## src/rtl/sdu_pkg.sv

```systemverilog
package sdu_pkg;

    typedef enum logic [3:0] {
        OPC_NOP       = 4'd0,
        OPC_INC       = 4'd1,
        OPC_DEC       = 4'd2,
        OPC_INC_WRAP  = 4'd3,
        OPC_DEC_WRAP  = 4'd4,
        OPC_UPDN      = 4'd5,
        OPC_UPDN_WRAP = 4'd6,
        OPC_ROTR      = 4'd7,
        OPC_SHIFT_IN  = 4'd8,
        OPC_ANDOR     = 4'd9,
        OPC_MAJ3      = 4'd10,
        OPC_EQUAL     = 4'd11
    } sdu_opc_e;

    typedef enum logic [2:0] {
        MODE_IDLE,
        MODE_COUNT,
        MODE_ROTATE,
        MODE_SHIFT,
        MODE_BITTEST,
        MODE_MAJORITY,
        MODE_EQUAL
    } sdu_mode_e;

    typedef enum logic [1:0] {
        DIR_UP,
        DIR_DOWN,
        DIR_EXTERNAL
    } sdu_dir_e;

endpackage

```

## src/rtl/sdu_mode_decode.sv

```systemverilog
module sdu_mode_decode
    import sdu_pkg::*;
(
    input  logic [3:0] op_code,
    output sdu_mode_e  mode,
    output sdu_dir_e   dir_kind,
    output logic       wraps
);

    always_comb begin
        mode     = MODE_IDLE;
        dir_kind = DIR_UP;
        wraps    = 1'b0;
        unique case (op_code)
            OPC_INC: begin
                mode = MODE_COUNT;
            end
            OPC_DEC: begin
                mode     = MODE_COUNT;
                dir_kind = DIR_DOWN;
            end
            OPC_INC_WRAP: begin
                mode  = MODE_COUNT;
                wraps = 1'b1;
            end
            OPC_DEC_WRAP: begin
                mode     = MODE_COUNT;
                dir_kind = DIR_DOWN;
                wraps    = 1'b1;
            end
            OPC_UPDN: begin
                mode     = MODE_COUNT;
                dir_kind = DIR_EXTERNAL;
            end
            OPC_UPDN_WRAP: begin
                mode     = MODE_COUNT;
                dir_kind = DIR_EXTERNAL;
                wraps    = 1'b1;
            end
            OPC_ROTR:     mode = MODE_ROTATE;
            OPC_SHIFT_IN: mode = MODE_SHIFT;
            OPC_ANDOR:    mode = MODE_BITTEST;
            OPC_MAJ3:     mode = MODE_MAJORITY;
            OPC_EQUAL:    mode = MODE_EQUAL;
            default:      mode = MODE_IDLE;
        endcase
    end

endmodule

```

## src/rtl/sdu_step_logic.sv

```systemverilog
module sdu_step_logic
    import sdu_pkg::*;
#(
    parameter int DW = 8,
    localparam int SW = $clog2(DW)
) (
    input  sdu_mode_e       mode,
    input  logic            wraps,
    input  logic            count_down,
    input  logic            serial_in,
    input  logic [SW-1:0]   width_sel,
    input  logic [DW-1:0]   act_mask,
    input  logic [DW-1:0]   cur,
    input  logic [DW-1:0]   lo_a,
    input  logic [DW-1:0]   lo_b,
    output logic [DW-1:0]   nxt,
    output logic            at_limit
);

    logic [DW-1:0] top_bit_rot;
    logic [DW-1:0] top_bit_ser;
    logic [DW-1:0] raw_next;

    assign top_bit_rot = {{(DW-1){1'b0}}, cur[0]} << width_sel;
    assign top_bit_ser = {{(DW-1){1'b0}}, serial_in} << width_sel;

    // Terminal value depends on direction: zero going down, operand B going up.
    assign at_limit = count_down ? (cur == '0) : (cur == lo_b);

    always_comb begin
        raw_next = cur;
        unique case (mode)
            MODE_COUNT: begin
                if (at_limit) begin
                    raw_next = wraps ? lo_a : cur;
                end else if (count_down) begin
                    raw_next = cur - DW'(1);
                end else begin
                    raw_next = cur + DW'(1);
                end
            end
            MODE_ROTATE: raw_next = (cur >> 1) | top_bit_rot;
            MODE_SHIFT, MODE_MAJORITY, MODE_EQUAL:
                raw_next = (cur >> 1) | top_bit_ser;
            MODE_IDLE, MODE_BITTEST: raw_next = cur;
            default: raw_next = cur;
        endcase
    end

    assign nxt = raw_next & act_mask;

endmodule

```

## src/rtl/sdu_result_mux.sv

```systemverilog
module sdu_result_mux
    import sdu_pkg::*;
#(
    parameter int DW = 8
) (
    input  sdu_mode_e     mode,
    input  logic          at_limit,
    input  logic [DW-1:0] cur,
    input  logic [DW-1:0] lo_a,
    input  logic [DW-1:0] lo_b,
    output logic          bit_out
);

    logic maj3;

    assign maj3 = (cur[0] & cur[1]) | (cur[1] & cur[2]) | (cur[0] & cur[2]);

    always_comb begin
        bit_out = 1'b0;
        unique case (mode)
            MODE_COUNT:    bit_out = at_limit;
            MODE_ROTATE,
            MODE_SHIFT:    bit_out = cur[0];
            MODE_BITTEST:  bit_out = |(lo_a & lo_b);
            MODE_MAJORITY: bit_out = maj3;
            MODE_EQUAL:    bit_out = (cur == lo_b);
            MODE_IDLE:     bit_out = 1'b0;
            default:       bit_out = 1'b0;
        endcase
    end

endmodule

```

## src/rtl/seq_data_unit.sv

```systemverilog
module seq_data_unit
    import sdu_pkg::*;
#(
    parameter int DW = 8,
    localparam int SW = $clog2(DW)
) (
    input  logic          clk,
    input  logic          rst_n,
    input  logic          trig_load,
    input  logic          trig_step,
    input  logic          trig_aux,
    input  logic [DW-1:0] opnd_a,
    input  logic [DW-1:0] opnd_b,
    input  logic [SW-1:0] width_sel,
    input  logic [3:0]    op_code,
    output logic [DW-1:0] work_q,
    output logic          result
);

    logic [DW-1:0] act_mask;
    logic [DW-1:0] work_r;
    logic [DW-1:0] cur;
    logic [DW-1:0] lo_a;
    logic [DW-1:0] lo_b;
    logic [DW-1:0] nxt;
    logic          at_limit;
    logic          count_down;
    logic          bit_out;
    sdu_mode_e     mode;
    sdu_dir_e      dir_kind;
    logic          wraps;

    // Thermometer mask: bit i is active when i <= width_sel.
    for (genvar gi = 0; gi < DW; gi++) begin : g_mask
        assign act_mask[gi] = (width_sel >= SW'(gi));
    end

    assign cur  = work_r & act_mask;
    assign lo_a = opnd_a & act_mask;
    assign lo_b = opnd_b & act_mask;

    sdu_mode_decode u_dec (
        .op_code  (op_code),
        .mode     (mode),
        .dir_kind (dir_kind),
        .wraps    (wraps)
    );

    always_comb begin
        unique case (dir_kind)
            DIR_DOWN:     count_down = 1'b1;
            DIR_EXTERNAL: count_down = trig_aux;
            default:      count_down = 1'b0;
        endcase
    end

    sdu_step_logic #(.DW(DW)) u_step (
        .mode       (mode),
        .wraps      (wraps),
        .count_down (count_down),
        .serial_in  (trig_aux),
        .width_sel  (width_sel),
        .act_mask   (act_mask),
        .cur        (cur),
        .lo_a       (lo_a),
        .lo_b       (lo_b),
        .nxt        (nxt),
        .at_limit   (at_limit)
    );

    sdu_result_mux #(.DW(DW)) u_res (
        .mode     (mode),
        .at_limit (at_limit),
        .cur      (cur),
        .lo_a     (lo_a),
        .lo_b     (lo_b),
        .bit_out  (bit_out)
    );

    // State register: load wins over step.
    always_ff @(posedge clk or negedge rst_n) begin
        if (!rst_n) begin
            work_r <= '0;
        end else if (trig_load) begin
            work_r <= lo_a;
        end else if (trig_step) begin
            work_r <= nxt;
        end
    end

    // Output process.
    always_comb begin
        work_q = cur;
        result = bit_out;
    end

endmodule

```

## config.mk

```make
export PLATFORM = sky130hd
export DESIGN_NAME = seq_data_unit
export DESIGN_NICKNAME = d
export VERILOG_FILES = /design/src/rtl/sdu_pkg.sv /design/src/rtl/sdu_mode_decode.sv /design/src/rtl/sdu_step_logic.sv /design/src/rtl/sdu_result_mux.sv /design/src/rtl/seq_data_unit.sv
export SDC_FILE = /design/constraint.sdc
export NUM_CORES = 1
export LEC_CHECK = 0
export CORE_ASPECT_RATIO = 1.2
export CORE_UTILIZATION = 25
export CTS_BUF_LIST = sky130_fd_sc_hd__clkbuf_4 sky130_fd_sc_hd__clkbuf_8
export DETAILED_ROUTE_END_ITERATION = 7
export PLACE_DENSITY = 0.44
export SYNTH_ARGS = -nofsm -noshare
export SYNTH_HDL_FRONTEND = slang
export SYNTH_HIERARCHICAL = 1
export SYNTH_SLANG_ARGS = --single-unit
```

## constraint.sdc

```tcl
create_clock -name clk -period 4 [get_ports clk]
set_input_delay 0.4 -clock clk [delete_from_list [all_inputs] [get_ports clk]]
set_output_delay 0.4 -clock clk [all_outputs]
set_load 0.03 [all_outputs]
```

==> results of run 1 <==
==> routing by layer <==
| layer | vias up | wire, µm | global-route usage |
|---|---|---|---|
| met5 | - | 0 | 0 |
| met4 | 0 | 78 | 0.0398 |
| met3 | 6 | 199 | 0.00556 |
| met2 | 40 | 3010 | 0.262 |
| met1 | 953 | 3080 | 0.232 |
| li1 | 1040 | - | - |
==> Yosys cell counts (all sizes together) (5+ instances only) <==
master	count	area, µm²
a21oi	10	53.8
a22oi	6	50.1
and2	9	56.3
and3	5	31.3
buf	13	95.1
clkbuf	5	20.0
dfrtp	8	200
ha	8	100
inv	11	41.3
mux2i	15	150
nand2	13	48.8
nand3	5	25.0
nand4	8	50.1
nor2	12	45.0
nor2b	10	65.1
nor3	9	50.1
o21ai	20	100
xnor2	17	149
xor2	11	96.3
==> worst max-delay path: cells and delay by family <==
kind | cells | cell delay, ns
AO/OA/AOI/OAI | 3 | 0.38
XOR/XNOR | 1 | 0.11
buffers and inverters | 4 | 1.52
AND/OR/NAND/NOR | 4 | 0.98
==> area by class of cell <==
type	count	area, µm²
tap	90	113
sequential	8	200
clock buffer	3	41.3
timing repair buffer	65	591
multi-input combinational	217	1600
inverter	11	41.3
fill	816	4810
==> power groups by stage <==
| stage | registers [µW] | logic (µW) | clock network [µW] |
|---|---|---|---|
| after floorplan | 94.6 | 188 | 0 |
| after detailed placement | 98.1 | 300 | 0 |
| after CTS | 97.1 | 301 | 100 |
| after global routing | 98.5 | 327 | 109 |
| after global placement | 98.7 | 302 | 0 |
| final | 96.9 | 300 | 96.7 |
==> through the flow <==
step	worst slack [ns]	hold WS (ns)	utilization
floorplan	0.537	0.104	-
CTS	0.170	0.479	0.349
detailed placement	0.0835	0.567	0.344
finish	0.226	0.470	0.350
global route	0.0306	0.488	0.350
global placement	0.119	0.543	0.344
==> cells by family after synthesis <==
kind of cell / share of synthesized area
AOI/OAI and AO/OA: 0.253
xor gates and xnor gates: 0.125
adders and majority gates: 0.0614
buffers and inverters: 0.0799
DFF: 0.102
muxes: 0.0882
other: 0.00192
and+or+nand+nor: 0.288
==> final timing paths <==
check	depth (start not counted)	to	startpoint
max	12	result	width_sel[1]
min	1	work_r[0]$_DFFE_PN0P_	rst_n
max reg2reg	11	work_r[7]$_DFFE_PN0P_	work_r[1]$_DFFE_PN0P_
min reg2reg	2	work_r[4]$_DFFE_PN0P_	work_r[4]$_DFFE_PN0P_
max in group asynchronous	1	work_r[5]$_DFFE_PN0P_	rst_n
min in group clk	2	work_r[4]$_DFFE_PN0P_	work_r[4]$_DFFE_PN0P_
==> qor.yml, run 1 <==
nets: 343
setup_viol: 0
final_common_cell: "clkdlybuf4s50_1"
wire_per_inst_um: 16.2
vias_per_cell: 5.18
cts-htree-levels: 1
cpMostUsedCell: "clkdlybuf4s50_1"
p_int_uw: 291
cts.repair.resized: 0
fin_cells: 394
synthFlopType: "dfrtp_1"
worstPathArrival_ns: 3.37
clock_latency_ns: 0.22
p_per_area_mw_per_mm2: 191
insertedDiodeCount: 0
grt_pass1_wl_um: 10100
postPlaceCellArea_mm2: 0.00254
finalSetupTns_ns: 0
top_regs: "work_r (8)"
power_frac_comb: 0.608
cts.clk_slew.worst_paths_ns: 0.04
ys_seq_elements: 8
syn_area_mm2: 0.00196
required_ns: 3.60
hold_violations: 0
synth_edf_count: 0
peakVddDrop_mv: 0.142
drtIter0Drc: 128
placement.io_buffers: 36
drive_above_1_share: 0.161
initial_core_util: 0.264
chipWidth_um: 82.8
die_h_um: 98.9
tightest_slew_ns: 0.773
yosysUniqueCellTypes: 65
worstSetupPathType: "in -> out"
min_period_ns: 3.77
timing.fmax_mhz: 265
synthCells: 254
final_cell_mix: "36 x clkdlybuf4s50_1, 28 x buf_4, 17 x o21ai_0, 17 x xnor2_1, 15 x mux2i_1"
finalCritPeriodShare: 0.943
min_path_type: "in -> async"
grt_antenna_before_repair: 0
r2r_slack_ns: 1.18
power_switching_uw: 203
ant_nets: 0
cts-root-buf: "clkbuf_8"
maxCapViolations: 0
dpl.cell_count: 391
dr_total_vias: 2039
slowest_stage: "clkdlybuf4s50_1"
ys_seq_area_frac: 0.102
path_cells: "clkdlybuf4s50_1, buf_4, and3_1, and2_1, xor2_1, nor3_1, a31oi_4, inv_2, o211ai_1, o22ai_1, or3_1, clkdlybuf4s50_1"
grt_setup_unrepaired: "no"
die_area_mm2: 0.00819
synth-async-reset-ratio: 1.00
leakage_uw: 0.00102
numCtsBuffers: 3
pwr-share-seq: 0.196
clock_power_share: 0.196
clockBufferDepth: 2
slew_headroom: 0.480
finalClockSkew_ns: 0.00110
maxSlewViolCount: 0
clock_sinks: 8
grt_pass1_vias: 1954
max_stage_delay_ns: 0.66
grt-ovfl-total: 0
crit_path_max_fanout: 16
grt_max_degree: 27
hpwl_um: 5250
io_pins: 37
cp-start-kind: "input port"
crit_path_end_kind: "output port"
rows: 34
status: "finished clean"
synth.avg_cell_area_um2: 7.70
routabilityCongestion: 0.882
tritoncts: "built"
drt_pass1_iterations: 4
top_register: "work_r"
largest_reg_flops: 8
finalPower_uw: 494
drt_wl_total_um: 6370
postCtsSetupRepairBufs: 0
remaining_drc_errors: 0
p_sw_frac: 0.412
final_area_mm2: 0.00259
postCtsHoldBufs: 0
grt_usage: 0.162
yosys_warnings: 6
syn_nets: 291
core_mm2: 0.00740
syn2layout_area_growth_pct: 32.3
No activity file was read; power rests on OpenSTA's default activity.
==> run 2, diff against run 1 <==
--- a/config.mk
+++ b/config.mk
@@ -7,9 +7,10 @@
 export LEC_CHECK = 0
 export CORE_ASPECT_RATIO = 1.2
 export CORE_UTILIZATION = 25
-export CTS_BUF_LIST = sky130_fd_sc_hd__clkbuf_4 sky130_fd_sc_hd__clkbuf_8
+export CTS_BUF_LIST = sky130_fd_sc_hd__clkbuf_8
 export DETAILED_ROUTE_END_ITERATION = 7
 export PLACE_DENSITY = 0.44
+export SETUP_SLACK_MARGIN = 0.3
 export SYNTH_ARGS = -nofsm -noshare
 export SYNTH_HDL_FRONTEND = slang
 export SYNTH_HIERARCHICAL = 1
==> qor.yml, run 2 (synthesized netlist as in run 1, its figures left out) <==
top_regs: "work_r (8)"
postPlaceCellArea_mm2: 0.00254  # unchanged
routabilityCongestion: 0.882  # unchanged
crit_path_end_kind: "output port"
min_period_ns: 3.53  # -0.247 ns
syn2layout_area_growth_pct: 33.2
die_area_mm2: 0.00819  # unchanged
dr_total_vias: 2042  # +0.15%
maxSlewViolCount: 0  # unchanged
nets: 343  # unchanged
grt_usage: 0.162  # unchanged
clock_sinks: 8  # unchanged
clock_latency_ns: 0.22  # about the same
ant_nets: 0  # unchanged
cts.clk_slew.worst_paths_ns: 0.04  # about the same
top_register: "work_r"
io_pins: 37  # unchanged
slew_headroom: 0.462  # -0.0185
postCtsSetupRepairBufs: 0  # unchanged
placement.io_buffers: 36  # unchanged
postCtsHoldBufs: 0  # unchanged
grt_setup_unrepaired: "yes"
cts-htree-levels: 1  # unchanged
die_h_um: 98.9  # unchanged
final_cell_mix: "35 x clkdlybuf4s50_1, 28 x buf_4, 17 x o21ai_0, 17 x xnor2_1, 15 x mux2i_1"
clockBufferDepth: 2  # unchanged
tritoncts: "built"
peakVddDrop_mv: 0.142  # +0.22%
drtIter0Drc: 115  # -10%
cp-start-kind: "input port"
p_per_area_mw_per_mm2: 190  # -0.35%
grt_pass1_vias: 1954  # unchanged
drt_wl_total_um: 6430  # +1.0%
grt-ovfl-total: 0  # unchanged
slowest_stage: "clkdlybuf4s50_1"
hpwl_um: 5250  # unchanged
chipWidth_um: 82.8  # unchanged
rows: 34  # unchanged
hold_violations: 0  # unchanged
maxCapViolations: 0  # unchanged
required_ns: 3.60  # about the same
insertedDiodeCount: 0  # unchanged
finalSetupTns_ns: 0  # unchanged
crit_path_max_fanout: 8  # -8
drt_pass1_iterations: 4  # unchanged
max_stage_delay_ns: 0.71  # +0.05 ns
setup_viol: 0  # unchanged
finalClockSkew_ns: 0.000893  # -0.000212 ns
seqCellArea_um2: 200  # unchanged
final_area_mm2: 0.00261  # +0.73%
leakage_uw: 0.00104  # +1.5%
final_common_cell: "clkdlybuf4s50_1"
drive_above_1_share: 0.174  # +0.0132
finalCritPeriodShare: 0.882  # -0.0616
worstPathArrival_ns: 3.13  # -0.24 ns
final_util: 0.352  # +0.00254
tightest_slew_ns: 0.801  # +0.0275 ns
initial_core_util: 0.264  # unchanged
status: "finished clean"
wire_per_inst_um: 16.3  # +1.0%
numCtsBuffers: 3  # unchanged
hold-worst-slack_ns: 0.470  # -0.000245 ns
worstSetupPathType: "in -> out"
remaining_drc_errors: 0  # unchanged
min_path_type: "in -> async"
grt_antenna_before_repair: 0  # unchanged
grt_pass1_wl_um: 10100  # unchanged
vias_per_cell: 5.18  # +0.15%
path_cells: "clkdlybuf4s50_1, nor3_2, nor2b_1, nor3_1, and4b_2, a31oi_4, inv_2, o211ai_1, o22ai_1, or3_1, dlygate4sd2_1"
timing.fmax_mhz: 284  # +7.0%
nFillCells: 817  # +0.12%
finalPower_uw: 496  # +0.37%
grt_max_degree: 27  # unchanged
largest_reg_flops: 8  # unchanged
multi_input_area_mm2: 0.00162  # +1.2%
core_mm2: 0.00740  # unchanged
cts-root-buf: "clkbuf_8"
==> run 2: cell types whose count changed in the layout (fill, tap and decap cells not counted), sizes merged <==
| cell | delta |
|---|---|
| clkdlybuf4s50 | -1 |
| dlygate4sd2 | +1 |
==> run 2: report_power, final <==
part	switching [µW]	internal [µW]
registers	8.57	88.3
clock network	31.5	65.2
logic	165	137
total	205	290
==> run 2: critical path: cells and delay by family <==
kind,cells,cell delay (ns)
simple gates,5,1.20
buf+inv,3,1.12
compound gates,3,0.41
==> run 2: metal layers <==
layer  GRT usage  wire (µm)  vias up  share of wire
met3     0.00556        169        6          0.026
met1       0.232       3130      955           0.49
met5           0          0        -              0
met2       0.262       3050       36           0.47
met4      0.0398         78        0          0.012
li1            -          -     1045              -
==> run 2: final cells by class <==
| cell class | instances | area share |
|---|---|---|
| Timing Repair Buffer | 65 | 0.226 |
| Clock buffer | 3 | 0.0158 |
| Sequential cell | 8 | 0.0768 |
| Tap cell | 90 | 0.0432 |
| Inverter | 11 | 0.0158 |
| Multi-Input combinational cell | 217 | 0.622 |
==> run 2: worst paths after layout <==
check                                      startpoint               endpoint  slack [ns]  cells after the start
worst max register to register  work_r[1]$_DFFE_PN0P_  work_r[7]$_DFFE_PN0P_        1.28                     11
worst min-delay path                            rst_n  work_r[0]$_DFFE_PN0P_        0.47                      1
max in group asynchronous                       rst_n  work_r[5]$_DFFE_PN0P_        3.25                      1
worst max-delay path                     width_sel[0]                 result        0.47                     11
worst min register to register  work_r[4]$_DFFE_PN0P_  work_r[4]$_DFFE_PN0P_        0.57                      2
min in group clk                work_r[4]$_DFFE_PN0P_  work_r[4]$_DFFE_PN0P_        0.57                      2
==> run 2: per-stage QoR <==
stage	setup WS, ns	cells
floorplan	0.537	254
finish	0.473	394
global route	0.265	394
CTS	0.321	394
detailed placement	0.0835	391
global placement	0.119	391
==> run 2: repair_timing <==
item	4_1_cts	5_1_grt
pin swaps	0	1
gates resized for setup	1	5
setup endpoints to repair	1	4
==> run 3, diff against run 2 <==
--- a/config.mk
+++ b/config.mk
@@ -6,10 +6,10 @@
 export NUM_CORES = 1
 export LEC_CHECK = 0
 export CORE_ASPECT_RATIO = 1.2
-export CORE_UTILIZATION = 25
+export CORE_UTILIZATION = 45
 export CTS_BUF_LIST = sky130_fd_sc_hd__clkbuf_8
 export DETAILED_ROUTE_END_ITERATION = 7
-export PLACE_DENSITY = 0.44
+export PLACE_DENSITY = 0.71
 export SETUP_SLACK_MARGIN = 0.3
 export SYNTH_ARGS = -nofsm -noshare
 export SYNTH_HDL_FRONTEND = slang
==> qor.yml, run 3 (synthesized netlist as in run 1, its figures left out) <==
status: "finished clean"
drt_pass1_iterations: 4  # unchanged
initial_core_util: 0.481  # +0.217
ant_nets: 0  # unchanged
final_common_cell: "clkdlybuf4s50_1"
rows: 25  # -26%
r2r_start: "work_r[1]$_DFFE_PN0P_"
cp-start-kind: "input port"
r2r_slack_ns: 1.27  # about the same
tritoncts: "built"
maxSlewViolCount: 0  # unchanged
min_path_type: "in -> async"
vias_per_cell: 5.99  # +15%
core_mm2: 0.00407  # -45%
final_cell_mix: "34 x clkdlybuf4s50_1, 20 x buf_4, 17 x o21ai_0, 17 x xnor2_1, 15 x mux2i_1"
drive_above_1_share: 0.164  # -0.00991
r2r-end: "work_r[7]$_DFFE_PN0P_"
tightest_slew_ns: 0.697  # -0.104 ns
finalClockSkew_ns: 0.00165  # +0.000754 ns
cts-root-buf: "clkbuf_8"
clock_latency_ns: 0.23  # about the same
hpwl_um: 4430  # -16%
grt_pass1_vias: 1969  # +0.77%
peakVddDrop_mv: 0.208  # +47%
hold_violations: 0  # unchanged
cts-htree-levels: 1  # unchanged
required_ns: 4.15  # +0.55 ns
leakage_uw: 0.00101  # -2.2%
ff2ff_path_depth: 11  # unchanged
worstSetupPathType: "in -> reg"
setup_viol: 0  # unchanged
fin_cells: 352  # -11%
largest_reg_flops: 8  # unchanged
finalCritPeriodShare: 0.870  # -0.0115
dr_total_vias: 2107  # +3.2%
die_h_um: 74.2  # -25%
clockBufferDepth: 2  # unchanged
grt_antenna_before_repair: 0  # unchanged
top_regs: "work_r (8)"
slew_headroom: 0.532  # +0.0700
syn2layout_area_growth_pct: 29.9
remaining_drc_errors: 0  # unchanged
min_period_ns: 3.48  # -0.0458 ns
postCtsSetupRepairBufs: 0  # unchanged
grt_setup_unrepaired: "no"
top_register: "work_r"
cts.clk_slew.worst_paths_ns: 0.04  # about the same
drt_wl_total_um: 5800  # -9.8%
clock_sinks: 8  # unchanged
nFillCells: 383  # -53%
chipWidth_um: 62.2  # -25%
routabilityCongestion: 0.944  # +7.0%
grt_max_degree: 27  # unchanged
placement.io_buffers: 36  # unchanged
worstPathArrival_ns: 3.63  # +0.50 ns
nets: 337  # -1.7%
grt_pass1_wl_um: 9400  # -6.8%
timing.fmax_mhz: 287  # +1.3%
finalSetupTns_ns: 0  # unchanged
numCtsBuffers: 3  # unchanged
postCtsHoldBufs: 0  # unchanged
grt-ovfl-total: 0  # unchanged
insertedDiodeCount: 0  # unchanged
crit_end: "work_r[7]$_DFFE_PN0P_"
cp-startpoint: "op_code[2]"
die_area_mm2: 0.00462  # -44%
dpl.cell_count: 349  # -11%
crit_path_end_kind: "flip-flop"
crit_path_max_fanout: 9  # +1
wire_per_inst_um: 16.5  # +0.97%
maxCapViolations: 0  # unchanged
io_pins: 37  # unchanged
drtIter0Drc: 122  # +6.1%
p_per_area_mw_per_mm2: 193  # +1.7%
grt_usage: 0.256  # +0.0939
[run 3: layout make-up]
type	count	area [µm²]	area share
multi-input combinational	217	1640	0.644
sequential	8	200	0.0788
timing repair buffer	59	556	0.219
inverter	11	41.3	0.0162
tap	54	67.6	0.0266
clock buffer	3	41.3	0.0162
[run 3: report_power, final]
part	switching [µW]	internal, µW
sequential	7.69	88.4
combinational	164	135
clock	31.0	65.1
[run 3: timing repair]
item                                    in CTS  in global routing
resized for setup                            3                  9
endpoints found under the setup margin       1                  4
pin swaps                                    0                  2
[run 3: layer usage]
metal | GRT usage | routed length (µm) | up-vias
met4 | 0.132 | 148 | 0
met3 | 0.0230 | 365 | 15
met2 | 0.447 | 2730 | 85
li1 | - | - | 1035
met1 | 0.318 | 2560 | 972
met5 | 0 | 0 | -
[run 3: per-stage QoR]
step                      hold WS, ns  area, µm²  utilization  worst slack, ns  total power, µW
after CTS                       0.456       2510        0.617            0.401              488
final                           0.452       2540        0.625            0.519              491
after detailed placement        0.542       2470        0.607           0.0456              388
after global routing            0.490       2540        0.625            0.275              523
after global placement          0.534       2470        0.607           0.0911              384
after floorplan                 0.104       1960            -            0.537              283
[run 3: how the worst min path moves through the flow]
stage                            endpoint  slack, ns             startpoint  depth (start not counted)
floorplan           work_r[0]$_DFFE_PN0P_       0.10                  rst_n                          0
global placement    work_r[7]$_DFFE_PN0P_       0.53  work_r[7]$_DFFE_PN0P_                          2
detailed placement  work_r[7]$_DFFE_PN0P_       0.54  work_r[7]$_DFFE_PN0P_                          2
CTS                 work_r[1]$_DFFE_PN0P_       0.46                  rst_n                          1
global route        work_r[1]$_DFFE_PN0P_       0.49                  rst_n                          1
finish              work_r[1]$_DFFE_PN0P_       0.45                  rst_n                          1
[run 3: worst max-delay path, stage by stage]
cell and delay [ns]:
clkdlybuf4s50_1 0.52, buf_6 0.16, nor3b_4 0.20, inv_1 0.06
ha_1 0.18, a21oi_1 0.16, nor2_2 0.08, buf_4 0.17
ha_1 0.25, a211oi_2 0.19, o21bai_1 0.14, o41ai_2 0.24
xnor2_1 0.12, or4_1 0.43, o211ai_2 0.09, mux2i_1 0.09
mux2i_1 0.14
